### config.mk
export PLATFORM = sky130hd
export DESIGN_NAME = capacity_ledger
export DESIGN_NICKNAME = d
export VERILOG_FILES = /design/src/rtl/cl_pkg.sv /design/src/rtl/cl_charge_qual.sv /design/src/rtl/cl_learn_calc.sv /design/src/rtl/capacity_ledger.sv
export SDC_FILE = /design/constraint.sdc
export NUM_CORES = 1
export LEC_CHECK = 0
export BUFFER_PORTS_ARGS = -buffer_cell sky130_fd_sc_hd__clkbuf_2
export CAP_MARGIN = 10
export CORE_UTILIZATION = 45
export DETAILED_ROUTE_END_ITERATION = 10
export SLEW_MARGIN = 20
export SYNTH_ARGS = -nofsm -noshare
export SYNTH_HDL_FRONTEND = slang
export SYNTH_SLANG_ARGS = --single-unit
### constraint.sdc
create_clock -name clk -period 5.25 [get_ports clk]
set_input_delay 0.2625 -clock clk [delete_from_list [all_inputs] [get_ports clk]]
set_output_delay 0.2625 -clock clk [all_outputs]
set_load 0.02 [all_outputs]
### src/rtl/cl_pkg.sv
package cl_pkg;
    localparam int CW = 16;

    typedef struct packed {
        logic [CW-1:0] nac;
        logic [CW-1:0] dcr;
        logic [CW-1:0] lmd;
        logic [CW-1:0] sdacc;
        logic          vdq;
        logic          brp;
        logic          empty_seen;
    } ledger_t;

    function automatic logic [CW-1:0] sat_inc(input logic [CW-1:0] v);
        return (v == {CW{1'b1}}) ? v : v + 1'b1;
    endfunction
endpackage

### src/rtl/cl_charge_qual.sv
module cl_charge_qual #(
    parameter int QUAL_N = 2
) (
    input  logic clk,
    input  logic rst_n,
    input  logic chg_upd,
    input  logic dis_act,
    input  logic chg_active,
    output logic chgs_o,
    output logic qual_o,
    output logic first_o
);
    localparam int CNT_W = $clog2(QUAL_N + 2);
    localparam logic [CNT_W-1:0] TOP = CNT_W'(QUAL_N + 1);
    localparam logic [CNT_W-1:0] THR = CNT_W'(QUAL_N);

    logic [CNT_W-1:0] run_d, run_q;

    always_comb begin
        run_d = run_q;
        if (dis_act || !chg_active) begin
            run_d = '0;
        end else if (chg_upd && run_q < TOP) begin
            run_d = run_q + 1'b1;
        end
    end

    always_ff @(posedge clk) begin
        if (!rst_n) run_q <= '0;
        else        run_q <= run_d;
    end

    assign chgs_o  = run_q >= THR;
    assign qual_o  = chg_upd && chg_active && !dis_act && (run_q >= THR);
    assign first_o = chg_upd && chg_active && !dis_act && (run_q == THR);

    // activity dropping clears the charge status next cycle
    p_chgs_drop_r5: assert property (@(posedge clk) disable iff (!rst_n)
        !chg_active |=> !chgs_o);
    // the valid event leaves the status set
    p_first_sets_r5: assert property (@(posedge clk) disable iff (!rst_n)
        first_o |=> chgs_o);
endmodule

### src/rtl/cl_learn_calc.sv
module cl_learn_calc #(
    parameter int W     = 16,
    parameter int SHIFT = 2
) (
    input  logic [W-1:0] lmd_i,
    input  logic [W-1:0] dcr_i,
    output logic [W-1:0] learned_o
);
    logic [W-1:0] floor_v;

    always_comb begin
        floor_v   = lmd_i - (lmd_i >> SHIFT);
        learned_o = (dcr_i > floor_v) ? dcr_i : floor_v;
    end
endmodule

### src/rtl/capacity_ledger.sv
module capacity_ledger
    import cl_pkg::*;
(
    input  logic          clk,
    input  logic          rst_n,
    input  logic [CW-1:0] pfc_i,
    input  logic          chg_pulse_i,
    input  logic          dis_pulse_i,
    input  logic          sd_pulse_i,
    input  logic          chg_active_i,
    input  logic          done_i,
    input  logic          edv1_i,
    input  logic          cold_i,
    output logic [CW-1:0] nac_o,
    output logic [CW-1:0] dcr_o,
    output logic [CW-1:0] lmd_o,
    output logic          chgs_o,
    output logic          vdq_o,
    output logic          brp_o
);
    localparam int SD_SHIFT = 4;

    ledger_t q, d;
    logic chg_e, dis_e, sd_e, sd_only, full, nz;
    logic qual, first, learn, vdq_set, vdq_clr, dcr_inc;
    logic [CW-1:0] learned, dcr_base;

    always_comb begin
        chg_e   = chg_pulse_i && !dis_pulse_i;
        dis_e   = dis_pulse_i && !chg_pulse_i;
        sd_e    = sd_pulse_i && !chg_e;
        sd_only = sd_e && !dis_e;
    end

    cl_charge_qual #(.QUAL_N(2)) u_qual (
        .clk        (clk),
        .rst_n      (rst_n),
        .chg_upd    (chg_e),
        .dis_act    (dis_e),
        .chg_active (chg_active_i),
        .chgs_o     (chgs_o),
        .qual_o     (qual),
        .first_o    (first)
    );

    cl_learn_calc #(.W(CW), .SHIFT(2)) u_learn (
        .lmd_i     (q.lmd),
        .dcr_i     (q.dcr),
        .learned_o (learned)
    );

    always_comb begin
        d       = q;
        full    = (q.nac == q.lmd);
        nz      = (q.nac != '0);
        learn   = first && q.empty_seen;

        // available charge
        if (chg_e && q.nac < q.lmd)      d.nac = q.nac + 1'b1;
        else if ((dis_e || sd_e) && nz)  d.nac = q.nac - 1'b1;
        if (learn)                       d.nac = '0;

        // drawn count
        dcr_base = full ? '0 : q.dcr;
        dcr_inc  = dis_e || (sd_only && nz);
        d.dcr    = dcr_inc ? sat_inc(dcr_base) : dcr_base;

        // self-discharge since qualification
        vdq_set = dis_e && full;
        vdq_clr = first || (edv1_i && cold_i)
                  || (q.vdq && (q.sdacc > (q.nac >> SD_SHIFT)));
        if (vdq_set)                     d.sdacc = '0;
        else if (sd_only && nz)          d.sdacc = sat_inc(q.sdacc);

        // learning transfer
        if (learn && q.vdq) begin
            d.lmd = learned;
            d.dcr = '0;
        end

        // empty latch
        if (first)       d.empty_seen = 1'b0;
        else if (edv1_i) d.empty_seen = 1'b1;

        // qualification flag
        if (vdq_clr) d.vdq = 1'b0;
        if (vdq_set) d.vdq = 1'b1;

        // charger done overrides
        if (done_i) begin
            d.nac   = q.lmd;
            d.dcr   = '0;
            d.lmd   = q.lmd;
            d.vdq   = 1'b1;
            d.sdacc = '0;
        end

        // replaced flag
        if (learn || (qual && d.nac == q.lmd)) d.brp = 1'b0;
    end

    always_ff @(posedge clk) begin
        if (!rst_n) begin
            q.nac        <= '0;
            q.dcr        <= '0;
            q.lmd        <= pfc_i;
            q.sdacc      <= '0;
            q.vdq        <= 1'b0;
            q.brp        <= 1'b1;
            q.empty_seen <= 1'b0;
        end else begin
            q <= d;
        end
    end

    assign nac_o = q.nac;
    assign dcr_o = q.dcr;
    assign lmd_o = q.lmd;
    assign vdq_o = q.vdq;
    assign brp_o = q.brp;

    // available charge never above the reference
    p_nac_cap_r1: assert property (@(posedge clk) disable iff (!rst_n)
        q.nac <= q.lmd);
    // saturated count holds unless cleared
    p_no_wrap_r3: assert property (@(posedge clk) disable iff (!rst_n)
        (q.dcr == {CW{1'b1}} && !done_i && !full && !learn) |=> q.dcr == {CW{1'b1}});
    // done forces full and qualified
    p_done_full_r4: assert property (@(posedge clk) disable iff (!rst_n)
        done_i |=> (q.nac == q.lmd) && q.vdq && (q.dcr == '0));
    // reference never falls more than a quarter in one update
    p_lmd_floor_r7: assert property (@(posedge clk) disable iff (!rst_n)
        (learn && !done_i) |=> q.lmd >= ($past(q.lmd) - ($past(q.lmd) >> 2)));
    // valid charge after empty zeroes available charge
    p_empty_zero_r8: assert property (@(posedge clk) disable iff (!rst_n)
        (learn && !done_i) |=> q.nac == '0);
    // replaced flag never rises outside reset
    p_brp_fall_only_r10: assert property (@(posedge clk) disable iff (!rst_n)
        !q.brp |=> !q.brp);
endmodule

=== Word level (Yosys, flattened, before mapping) ===
Cells that the tools add are included.

* Add/subtract/negate cells: 6
* $lt $le $gt $ge: 5
* Eq/ne operators: 7
* Muxes and demuxes: 18
* Bitwise gates (word level): 2
* Reduce and logical (&&, ||, !) cells: 37

{| class="wikitable"
|+ Operator list
! cell !! count
|-
| 16-bit 2-to-1 mux || 10
|-
| 65-bit 2-to-1 mux || 1
|-
| 16-bit by 1-bit adder with 16-bit output (second input constant) || 3
|-
| 35-bit 2-to-1 mux || 1
|-
| 16-bit equality test || 2
|-
| 16-bit equality test (second input constant) || 2
|-
| 32-bit 2-to-1 mux || 1
|-
| 1-bit logical AND || 18
|-
| 16-bit by 12-bit greater-than comparator with 1-bit output || 1
|-
| 16-bit greater-than comparator || 1
|-
| 16-bit < comparator || 1
|-
| 16-bit nonzero test || 1
|-
| 16-bit by 1-bit subtractor with 16-bit output (second input constant) || 1
|-
| 16-bit by 14-bit subtractor with 16-bit output || 1
|-
| 1-bit logical OR || 6
|-
| 3-bit OR reduction || 2
|-
| 1-bit zero test || 5
|-
| 1-bit 2-to-1 mux || 5
|-
| 2-bit AND reduction || 2
|-
| 2-bit OR reduction || 2
|-
| 3-bit nonzero test || 1
|-
| 2-bit by 1-bit adder with 2-bit output (second input constant) || 1
|-
| 2-bit equality test (second input constant) || 1
|-
| 2-bit >= comparator (second input constant) || 1
|-
| 4 further kinds || 5
|}

* Bits in registers: 69
* Input bits: 25
* Output and inout port bits: 51

=== Longest topological paths before layout ===
Gate-level depths: netlist of the first run.

* Depth after elaboration: 15
* Gate-level depth with buffers: 22

=== Modules after synthesis ===
Synthesis of the first run repeated with hierarchy kept, for this count alone.

* Cell total of the unflattened synthesis: 871
* Area, all modules: 6,692.7 um^2

{| class="wikitable"
|+ By module, submodules not included
! module !! instances !! cells an instance !! area an instance (um^2) !! sequential area each (um^2)
|-
| capacity_ledger || 1 || 664 || 5,173.7 || 1,501.4
|-
| cl_learn_calc || 1 || 192 || 1,371.3 || 0.0
|-
| cl_charge_qual || 1 || 15 || 147.6 || 40.0
|}

=== Worst setup path after synthesis of the first run ===
Ideal clock, no wire load.

* Kind: reg2reg
* Start point: register q, in the netlist lmd_o[0]
* End point: register q, in the netlist lmd_o[10], data pin
* Arrival: 4.169 ns
* Path slack: 0.935 ns
* Cell stages (with the launch flop): 20
* Buffers on the path: 1
* Cell sequence: edfxtp_1 inv_1 ha_1 fa_1 nor2b_1 o21a_1 o21ai_0 a21oi_1 o2111ai_1 a31oi_1 a31oi_1 xnor2_1 ha_1 nand4_1 or2_2 or3_1 o21ai_1 buf_2 mux2_2 o2bb2ai_1

* Longest elaborated chain between the ends: 6

{| class="wikitable"
|+ RTL lines
! item !! line !! source
|-
| from (decl) || capacity_ledger.sv:23 || <nowiki>ledger_t q, d;</nowiki>
|-
| 16-bit by 14-bit subtractor with 16-bit output * || cl_learn_calc.sv:12 || <nowiki>floor_v = lmd_i - (lmd_i >> SHIFT);</nowiki>
|-
| 16-bit greater-than comparator || cl_learn_calc.sv:13 || <nowiki>learned_o = (dcr_i > floor_v) ? dcr_i : floor_v;</nowiki>
|-
| 16-bit 2-to-1 mux * || cl_learn_calc.sv:13 ||
|-
| 32-bit 2-to-1 mux * || capacity_ledger.sv:76 || <nowiki>if (learn && q.vdq) begin</nowiki>
|-
| 65-bit 2-to-1 mux * || capacity_ledger.sv:90 || <nowiki>if (done_i) begin</nowiki>
|-
| 35-bit 2-to-1 mux * || capacity_ledger.sv:103 || <nowiki>if (!rst_n) begin</nowiki>
|}

Mark *: on every way between the ends. The rest lies on a longest branch, timed or not. The select of a mux whose other input is x is not followed.
A chain may end at the register's enable or synchronous reset.

=== Final worst setup path of the first run ===
* Start point: register q, in the netlist lmd_o[3]
* End point: register q, in the netlist lmd_o[8], data pin

The elaborated chain is that of the path after synthesis.

==> flow_metrics.env, run 1 <==
export IMPL_status="complete, no violations"
export IMPL_dp_hpwl_um=15900
export IMPL_setup_violations=0
export IMPL_start_kind="flip-flop"
export IMPL_p_leak_nw=2.92
export IMPL_hold_path_end="q[0]"
export IMPL_cts_root_buf="clkbuf_16"
export IMPL_arrival_ps=5010
export IMPL_fin_cells=1035
export IMPL_hold_class="in2reg"
export IMPL_min_period_over_period_pct=92.0
export IMPL_vias=6219
export IMPL_route_detailed_drc=0
export IMPL_place_congestion=0.924
export IMPL_r2r_end="lmd_o[8]"
export IMPL_wl_um=20400
export IMPL_coreArea_um2=14500
export IMPL_die_w_um=124
export IMPL_final_setup_tns_ps=0
export IMPL_synth_area_leaders="dfxtp_1 16%, ha_1 12%, edfxtp_1 7.1%, buf_4 5.7%, xnor2_1 4.7%"
export IMPL_ys_async_sr_fraction_pct=0
export IMPL_fin_crit_ps=4830
export IMPL_end_kind="flip-flop"
export IMPL_postCtsSetupBuffers=0
export IMPL_grt_max_degree=34
export IMPL_drive_gt1_share_pct=17.3
export IMPL_crit_family="compound AO/OA/AOI/OAI gates"
export IMPL_ys_warn_count=0
export IMPL_rrSetupSlack_ps=420
export IMPL_cts_buffer_depth=2
export IMPL_firstDrtPassIters=7
export IMPL_hold_start="edv1_i"
export IMPL_cp_max_fo=11
export IMPL_cp_depth=21
export IMPL_cts_tree="done"
export IMPL_synth_common_cells="80 x nor2_1, 65 x ha_1, 56 x nand2_1"
export IMPL_overflow=0
export IMPL_ys_flop_type="dfxtp_1"
export IMPL_slew_headroom_pct=49.6
export IMPL_fin_ws_ps=422
export IMPL_final_hold_violation_count=0
export IMPL_hold_depth=3
export IMPL_path_class="reg2reg"
export IMPL_antenna_found_initial=0
export IMPL_yosys_area_top_type="dfxtp_1"
export IMPL_syn_inst=824
export IMPL_post_cts_resize_count=0
export IMPL_ys_ff_latch=69
export IMPL_crit_buf_inv=2
export IMPL_cts_buffers=9
export IMPL_syn_num_nets=915
export IMPL_skew_ps=6.08
export IMPL_grt_setup_unrepaired="no"
export IMPL_grt_pass1_vias=6139
export IMPL_yosysUniqueCellTypes=82
export IMPL_drv_cap=0
export IMPL_clock_latency_ps=350
export IMPL_r2r_cells=21
export IMPL_dieArea_um2=15400
export IMPL_nets=937
export IMPL_syn_to_final_growth_pct=7.41
export IMPL_wl_per_cell_um=19.7
export IMPL_first_iter_violations=358
export IMPL_n_antenna_cell=0
export IMPL_fp_row_count=44
export IMPL_hold_buffers=0
export IMPL_vdd_ir_drop_max_mv=0.154
export IMPL_drv_slew=0
export IMPL_synth_top_area_share_pct=15.8
export IMPL_initial_core_util_pct=46.3
export IMPL_r2r_start="lmd_o[3]"
export IMPL_syn_area_um2=6720
export IMPL_dp_cells=1019
export IMPL_yosysMostFrequentCell="nor2_1"
export IMPL_tightest_slew_ps=738
export IMPL_power_density_nw_per_um2=264
export IMPL_crit_chain="inv_1, ha_1, nor2b_1, o21a_1, o21ai_0, a21oi_1, a211oi_1, nor2b_1, xor2_1, ha_1, a21o_1, a21oi_1, nor2b_1, o21ai_0, nand2b_1, a21oi_1, o21ai_0, o21ai_1, buf_4, mux2_2, o2bb2ai_1"
export IMPL_syn_area_per_cell_um2=8.16
export IMPL_worst_ep_required_time_ps=5430
export IMPL_clk_pin_slew_ps=60
export IMPL_fmax_mhz=207
export IMPL_via_per_inst=6.01
export IMPL_ys_seq_area_share_pct=22.9
export IMPL_cts_htree_levels=3
export IMPL_synth_edf_count=16
export IMPL_critPathSlowestCell="edfxtp_1"
export IMPL_post_place_ws_ps=524
export IMPL_cpPeakStageDelay_ps=480
export IMPL_grt_pass1_wl_um=33200
export IMPL_portBuffers=75
export IMPL_grtUsageTotal_pct=26.9
export IMPL_postRouteAntennaNets=0
export IMPL_io_pins=76
export IMPL_cts_sinks=69
export IMPL_die_y_um=124
[flip-flops by register name, indices dropped and copies added (netlist names)]
signal and flops:
dcr_o 16, brp_o 1, nac_o 16, lmd_o 16, u_qual.run_q 2, vdq_o 1
q 17
[area by class of cell]
cell class	instances	area, um2
multi-input cells	625	4460
inverters	56	210
repair buffers	85	450
fillers	1439	7310
flip-flops and latches	69	1540
clock inverters	4	50.0
clock buffers	12	278
well taps	184	230
[how the worst max path moves through the flow]
stage | startpoint | to | slack (ps)
global route | lmd_o[0] | lmd_o[2] | 130
detailed placement | lmd_o[0] | lmd_o[8] | 520
CTS | lmd_o[3] | lmd_o[8] | 470
finish | lmd_o[3] | lmd_o[8] | 420
floorplan | lmd_o[0] | lmd_o[10] | 930
global placement | lmd_o[0] | lmd_o[3] | 660
[placed cells by master, fill, tap and decap left out, types with 15 or more instances in the layout]
cell type	n
o2bb2ai_1	16
ha_1	65
a21oi_1	43
nor2_1	79
xnor2_1	36
o21ai_0	23
nand2_1	56
xor2_1	15
dfxtp_1	53
mux2_2	15
clkbuf_2	75
inv_1	54
nor3_1	23
edfxtp_1	16
nand3_1	24
nand4_1	29
[cell families (layout without fill, tap and decap cells)]
group           Yosys count  in the layout  synth area share, %
simple gates            302            302                 24.0
compound gates          180            180                 19.1
buf+inv                 130            157                 10.8
flops                    69             69                 22.9
fa+ha+maj                66             66                 12.4
xor+xnor                 51             51                 6.64
mux                      26             26                 4.17
[layer usage]
layer  vias to the layer above  wire (um)  track usage, %  share of wire [%]
li1                       3014          -               -                  -
met1                      2970       8950            33.9                 44
met2                       198       9710            44.9                 48
met3                        37       1040            4.70                5.1
met4                         0        682            11.6                3.3
met5                         -          0               0                  0
[worst reg2reg max path, delay by kind of cell (launching register included)]
kind / cells / cell delay, ps
compound gates: 11 / 2140
fa+ha+maj: 2 / 590
simple gates: 4 / 490
flops: 1 / 480
buf+inv: 2 / 430
mux: 1 / 350
xor+xnor: 1 / 230
[metrics by stage]
stage	util [%]	hold WS, ps	total power [mW]	area, um2
global route	49.7	157	2.01	7220
detailed placement	47.4	469	1.22	6890
global placement	47.4	458	1.21	6890
floorplan	-	363	1.08	6720
finish	49.7	147	1.91	7220
CTS	49.7	137	1.91	7220
[report_power, final]
group / leakage, nW / total, mW / internal (mW) / switching [mW]
registers: 0.586 / 0.625 / 0.569 / 0.0565
clock network: 0.165 / 0.682 / 0.424 / 0.258
logic: 2.17 / 0.600 / 0.244 / 0.356
(Power assumes the default switching activity.)
==> run 2: changes to the inputs <==
--- a/config.mk
+++ b/config.mk
@@ -9,6 +9,7 @@
 export CAP_MARGIN = 10
 export CORE_UTILIZATION = 45
 export DETAILED_ROUTE_END_ITERATION = 10
+export MAX_ROUTING_LAYER = met4
 export SLEW_MARGIN = 20
 export SYNTH_ARGS = -nofsm -noshare
 export SYNTH_HDL_FRONTEND = slang
==> flow_metrics.env, run 2 (synthesized netlist as in run 1, its figures left out) <==
export IMPL_final_setup_tns_ps=0
export IMPL_skew_ps=6.18
export IMPL_route_detailed_drc=0
export IMPL_holdWs_ps=157
export IMPL_start_kind="flip-flop"
export IMPL_grt_pass1_vias=6024
export IMPL_grt_pass1_wl_um=32300
export IMPL_worst_ep_required_time_ps=5420
export IMPL_path_class="reg2reg"
export IMPL_rrSetupSlack_ps=530
export IMPL_place_congestion=0.944
export IMPL_end_kind="flip-flop"
export IMPL_n_antenna_cell=0
export IMPL_wl_um=20500
export IMPL_hold_depth=3
export IMPL_layout_common_cells="79 x nor2_1, 75 x clkbuf_2, 65 x ha_1"
export IMPL_dieArea_um2=15400
export IMPL_tightest_slew_ps=736
export IMPL_final_hold_violation_count=0
export IMPL_nets=935
export IMPL_fp_row_count=44
export IMPL_grt_setup_unrepaired="no"
export IMPL_grtUsageTotal_pct=27.1
export IMPL_drv_cap=0
export IMPL_grt_max_degree=34
export IMPL_min_period_over_period_pct=89.9
export IMPL_setup_violations=0
export IMPL_drive_gt1_share_pct=17.2
export IMPL_cts_htree_levels=3
export IMPL_fin_total_pwr_mw=1.84
export IMPL_syn_to_final_growth_pct=6.74
export IMPL_cts_tree="done"
export IMPL_hold_class="in2reg"
export IMPL_largest_register="q"
export IMPL_cts_root_buf="clkbuf_16"
export IMPL_cts_buffers=9
export IMPL_r2r_cells=21
export IMPL_postRouteAntennaNets=0
export IMPL_power_density_nw_per_um2=256
export IMPL_vdd_ir_drop_max_mv=0.217
export IMPL_nFillCells=1438
export IMPL_first_iter_violations=404
export IMPL_wl_per_cell_um=19.8
export IMPL_fmax_mhz=212
export IMPL_p_leak_nw=2.90
export IMPL_slew_headroom_pct=49.6
export IMPL_cts_buffer_depth=2
export IMPL_fin_crit_ps=4720
export IMPL_initial_core_util_pct=46.3
export IMPL_antenna_found_initial=0
export IMPL_coreArea_um2=14500
export IMPL_status="complete, no violations"
export IMPL_cts_sinks=69
export IMPL_portBuffers=75
export IMPL_die_w_um=124
export IMPL_arrival_ps=4890
export IMPL_clk_pin_slew_ps=60
export IMPL_die_y_um=124
export IMPL_overflow=0
export IMPL_via_per_inst=6.04
export IMPL_io_pins=76
export IMPL_clock_latency_ps=340
export IMPL_final_common_cell="nor2_1"
export IMPL_dp_hpwl_um=16000
export IMPL_postCtsSetupBuffers=0
export IMPL_drv_slew=0
export IMPL_firstDrtPassIters=5
export IMPL_vias=6238
export IMPL_cp_max_fo=11
export IMPL_largest_reg_flops=17
[run 2: cell types whose count changed in the layout (fill, tap and decap cells not counted)]
| cell | previous run | this run |
|---|---|---|
| clkinv_2 | 1 | 3 |
| o21ai_1 | 7 | 6 |
| clkbuf_8 | 2 | 1 |
| o21ai_2 | 1 | 2 |
| bufinv_16 | 1 | 0 |
| buf_4 | 10 | 8 |
[run 2: metrics by stage]
stage / cell area (um2) / util [%] / std cells / setup slack, ps
global route: 7180 / 49.4 / 1033 / 105
global placement: 6870 / 47.3 / 1017 / 657
CTS: 7170 / 49.3 / 1033 / 460
floorplan: 6720 / - / 824 / 935
detailed placement: 6870 / 47.3 / 1017 / 478
finish: 7180 / 49.4 / 1033 / 528
[run 2: per-layer routing]
layer	track usage [%]	vias up	wire, um
li1	-	3013	-
met1	34.0	2992	9090
met2	42.9	201	9560
met3	4.83	32	1170
met4	11.3	0	647
met5	-	-	0
[run 2: where the power goes]
part | switching, mW | leakage [nW] | total (mW) | internal [mW]
clock network | 0.256 | 0.151 | 0.618 | 0.361
logic | 0.347 | 2.16 | 0.590 | 0.243
registers | 0.0639 | 0.586 | 0.633 | 0.569
[run 2: final cells by class]
class | count | area [um2] | area share, %
Clock inverter | 5 | 30.0 | 0.418
Sequential cell | 69 | 1540 | 21.5
Inverter | 56 | 210 | 2.93
Clock buffer | 11 | 264 | 3.68
Timing Repair Buffer | 83 | 435 | 6.07
Multi-Input combinational cell | 625 | 4460 | 62.2
Tap cell | 184 | 230 | 3.21
[run 2: final timing paths]
path                                from  endpoint
worst max register to register  lmd_o[3]  lmd_o[5]
worst min register to register     brp_o     brp_o
worst max-delay path            lmd_o[3]  lmd_o[5]
worst min-delay path              edv1_i      q[0]
[run 2: worst max-delay path, stage by stage, from the launching register on]
cell	delay (ps)
edfxtp_1	490
inv_1	130
ha_1	280
nor2b_1	130
o21a_1	170
o21ai_0	200
a21oi_1	140
a211oi_1	300
nor2b_1	210
xor2_1	240
ha_1	290
a21o_1	160
a21oi_1	130
nor2b_1	50
o21ai_0	180
nand2b_1	80
a21oi_1	150
o21ai_0	130
o21ai_2	320
buf_4	270
mux2_2	350
o2bb2ai_1	140
[run 2: repair_timing]
item,4_1_cts,5_1_grt
resized for setup,0,1
hold endpoints to repair,0,0
setup endpoints to repair,0,6
hold buffers,0,0
==> run 3: changes to the inputs <==
--- a/config.mk
+++ b/config.mk
@@ -7,6 +7,7 @@
 export LEC_CHECK = 0
 export BUFFER_PORTS_ARGS = -buffer_cell sky130_fd_sc_hd__clkbuf_2
 export CAP_MARGIN = 10
+export CORE_ASPECT_RATIO = 1.75
 export CORE_UTILIZATION = 45
 export DETAILED_ROUTE_END_ITERATION = 10
 export MAX_ROUTING_LAYER = met4
==> constraint.sdc (replaced) <==
create_clock -name clk -period 5.25 [get_ports clk]
set_input_delay 1.05 -clock clk [delete_from_list [all_inputs] [get_ports clk]]
set_output_delay 1.05 -clock clk [all_outputs]
set_load 0.02 [all_outputs]
==> flow_metrics.env, run 3 (synthesized netlist as in run 1, its figures left out) <==
export IMPL_status="complete, no violations"
export IMPL_largest_reg_flops=17
export IMPL_cp_max_fo=11
export IMPL_p_int_mw=1.18
export IMPL_clk_pin_slew_ps=60
export IMPL_holdWs_ps=469
export IMPL_die_y_um=164
export IMPL_path_class="reg2reg"
export IMPL_skew_ps=5.12
export IMPL_slew_headroom_pct=32.7
export IMPL_drv_slew=0
export IMPL_fin_crit_ps=4910
export IMPL_hold_start="brp_o"
export IMPL_syn_to_final_growth_pct=7.07
export IMPL_cts_tree="done"
export IMPL_wl_met1_um=8000
export IMPL_firstDrtPassIters=5
export IMPL_overflow=0
export IMPL_cts_htree_levels=3
export IMPL_grt_pass1_vias=6609
export IMPL_postCtsSetupBuffers=0
export IMPL_antenna_found_initial=0
export IMPL_p_seq_share_pct=33.4
export IMPL_hold_path_end="brp_o"
export IMPL_p_sw_mw=0.694
export IMPL_hold_buffers=0
export IMPL_largest_register="q"
export IMPL_grt_pass1_wl_um=34900
export IMPL_portBuffers=75
export IMPL_r2r_start="lmd_o[0]"
export IMPL_place_congestion=0.964
export IMPL_power_density_nw_per_um2=261
export IMPL_final_common_cell="nor2_1"
export IMPL_fmax_mhz=204
export IMPL_r2r_cells=19
export IMPL_die_w_um=94.4
export IMPL_min_period_over_period_pct=93.5
export IMPL_end_kind="flip-flop"
export IMPL_route_met3_wl_um=999
export IMPL_crit_family="compound AO/OA/AOI/OAI gates"
export IMPL_initial_core_util_pct=46.3
export IMPL_layout_common_cells="80 x nor2_1, 75 x clkbuf_2, 65 x ha_1"
export IMPL_clock_latency_ps=340
export IMPL_coreArea_um2=14500
export IMPL_worst_ep_required_time_ps=5430
export IMPL_route_detailed_drc=0
export IMPL_dieArea_um2=15500
export IMPL_rrSetupSlack_ps=340
export IMPL_switching_share_pct=36.9
export IMPL_top_layer_used="met4"
export IMPL_final_setup_tns_ps=0
export IMPL_vias=6433
export IMPL_met2WireLength_um=12000
export IMPL_cpPeakStageDelay_ps=400
export IMPL_post_cts_resize_count=0
export IMPL_first_iter_violations=445
export IMPL_hold_depth=2
export IMPL_postRouteAntennaNets=0
export IMPL_grtUsageTotal_pct=31.2
export IMPL_setup_violations=0
export IMPL_wl_um=22600
export IMPL_cts_buffers=9
export IMPL_r2r_end="lmd_o[3]"
export IMPL_arrival_ps=5080
export IMPL_cts_root_buf="clkbuf_16"
export IMPL_p_leak_nw=2.91
export IMPL_cts_buffer_depth=2
export IMPL_drive_gt1_share_pct=17.4
export IMPL_vdd_ir_drop_max_mv=0.174
export IMPL_grt_setup_unrepaired="no"
export IMPL_hold_class="reg2reg"
export IMPL_wl_per_cell_um=21.9
export IMPL_grt_max_degree=34
export IMPL_nets=939
export IMPL_start_kind="flip-flop"
export IMPL_fp_row_count=58
export IMPL_via_per_inst=6.23
export IMPL_critPathSlowestCell="edfxtp_1"
export IMPL_final_hold_violation_count=0
export IMPL_tightest_slew_ps=1000
export IMPL_io_pins=76
export IMPL_cts_sinks=69
export IMPL_pwr_share_comb_pct=32.6
export IMPL_n_antenna_cell=0
export IMPL_drv_cap=0
export IMPL_crit_chain="inv_1, ha_1, fa_1, nor2b_1, o21a_1, o21ai_0, a21oi_1, o2111ai_1, a31oi_1, a31oi_1, xnor2_1, ha_1, nand4_1, or2_2, or3_1, o21ai_1, buf_4, mux2_2, o2bb2ai_1"
export IMPL_power_share_clock_pct=34.0
export IMPL_dp_hpwl_um=17700
export IMPL_crit_buf_inv=2
[run 3: how the worst max path moves through the flow]
stage          startpoint        end  slack [ps]  depth (start not counted)
6_report         lmd_o[0]   lmd_o[3]         340                         19
5_1_grt          lmd_o[0]   lmd_o[7]          20                         19
4_1_cts          lmd_o[2]   lmd_o[3]         380                         18
3_5_place_dp     lmd_o[0]   lmd_o[3]         410                         19
3_3_place_gp     lmd_o[0]   lmd_o[3]         540                         19
2_1_floorplan    lmd_o[0]  lmd_o[10]         930                         19
[run 3: final cells by class]
| cell class | instances | area (um2) |
|---|---|---|
| Multi-Input combinational cell | 625 | 4460 |
| Fill cell | 1440 | 7320 |
| Sequential cell | 69 | 1540 |
| Inverter | 56 | 210 |
| Tap cell | 180 | 225 |
| Timing Repair Buffer | 87 | 465 |
| Clock buffer | 9 | 225 |
| Clock inverter | 7 | 72.6 |
[run 3: metrics by stage]
stage	power [mW]	utilization, %	area (um2)	setup WS, ps	instances
floorplan	1.08	-	6720	935	824
global placement	1.23	47.5	6900	542	1017
detailed placement	1.24	47.5	6900	405	1017
CTS	1.88	49.6	7190	378	1033
global route	1.96	49.6	7200	24.0	1033
finish	1.88	49.6	7200	343	1033
[run 3: per-layer routing]
| layer | track usage (%) | vias to the layer above |
|---|---|---|
| met5 | - | - |
| li1 | - | 3014 |
| met1 | 30.4 | 3092 |
| met4 | 21.5 | 0 |
| met2 | 56.1 | 239 |
| met3 | 3.61 | 88 |
[run 3: worst min-delay path: cells and delay by family (launching register included)]
family | cells | cell delay [ps]
compound gates | 1 | 50
simple gates | 1 | 50
flops | 1 | 310
[run 3: power groups by stage]
stage / logic [mW] / registers [mW] / clock network [mW]
global route: 0.667 / 0.632 / 0.665
finish: 0.612 / 0.628 / 0.638
floorplan: 0.475 / 0.609 / 0
global placement: 0.588 / 0.638 / 0
CTS: 0.604 / 0.626 / 0.647
detailed placement: 0.599 / 0.638 / 0
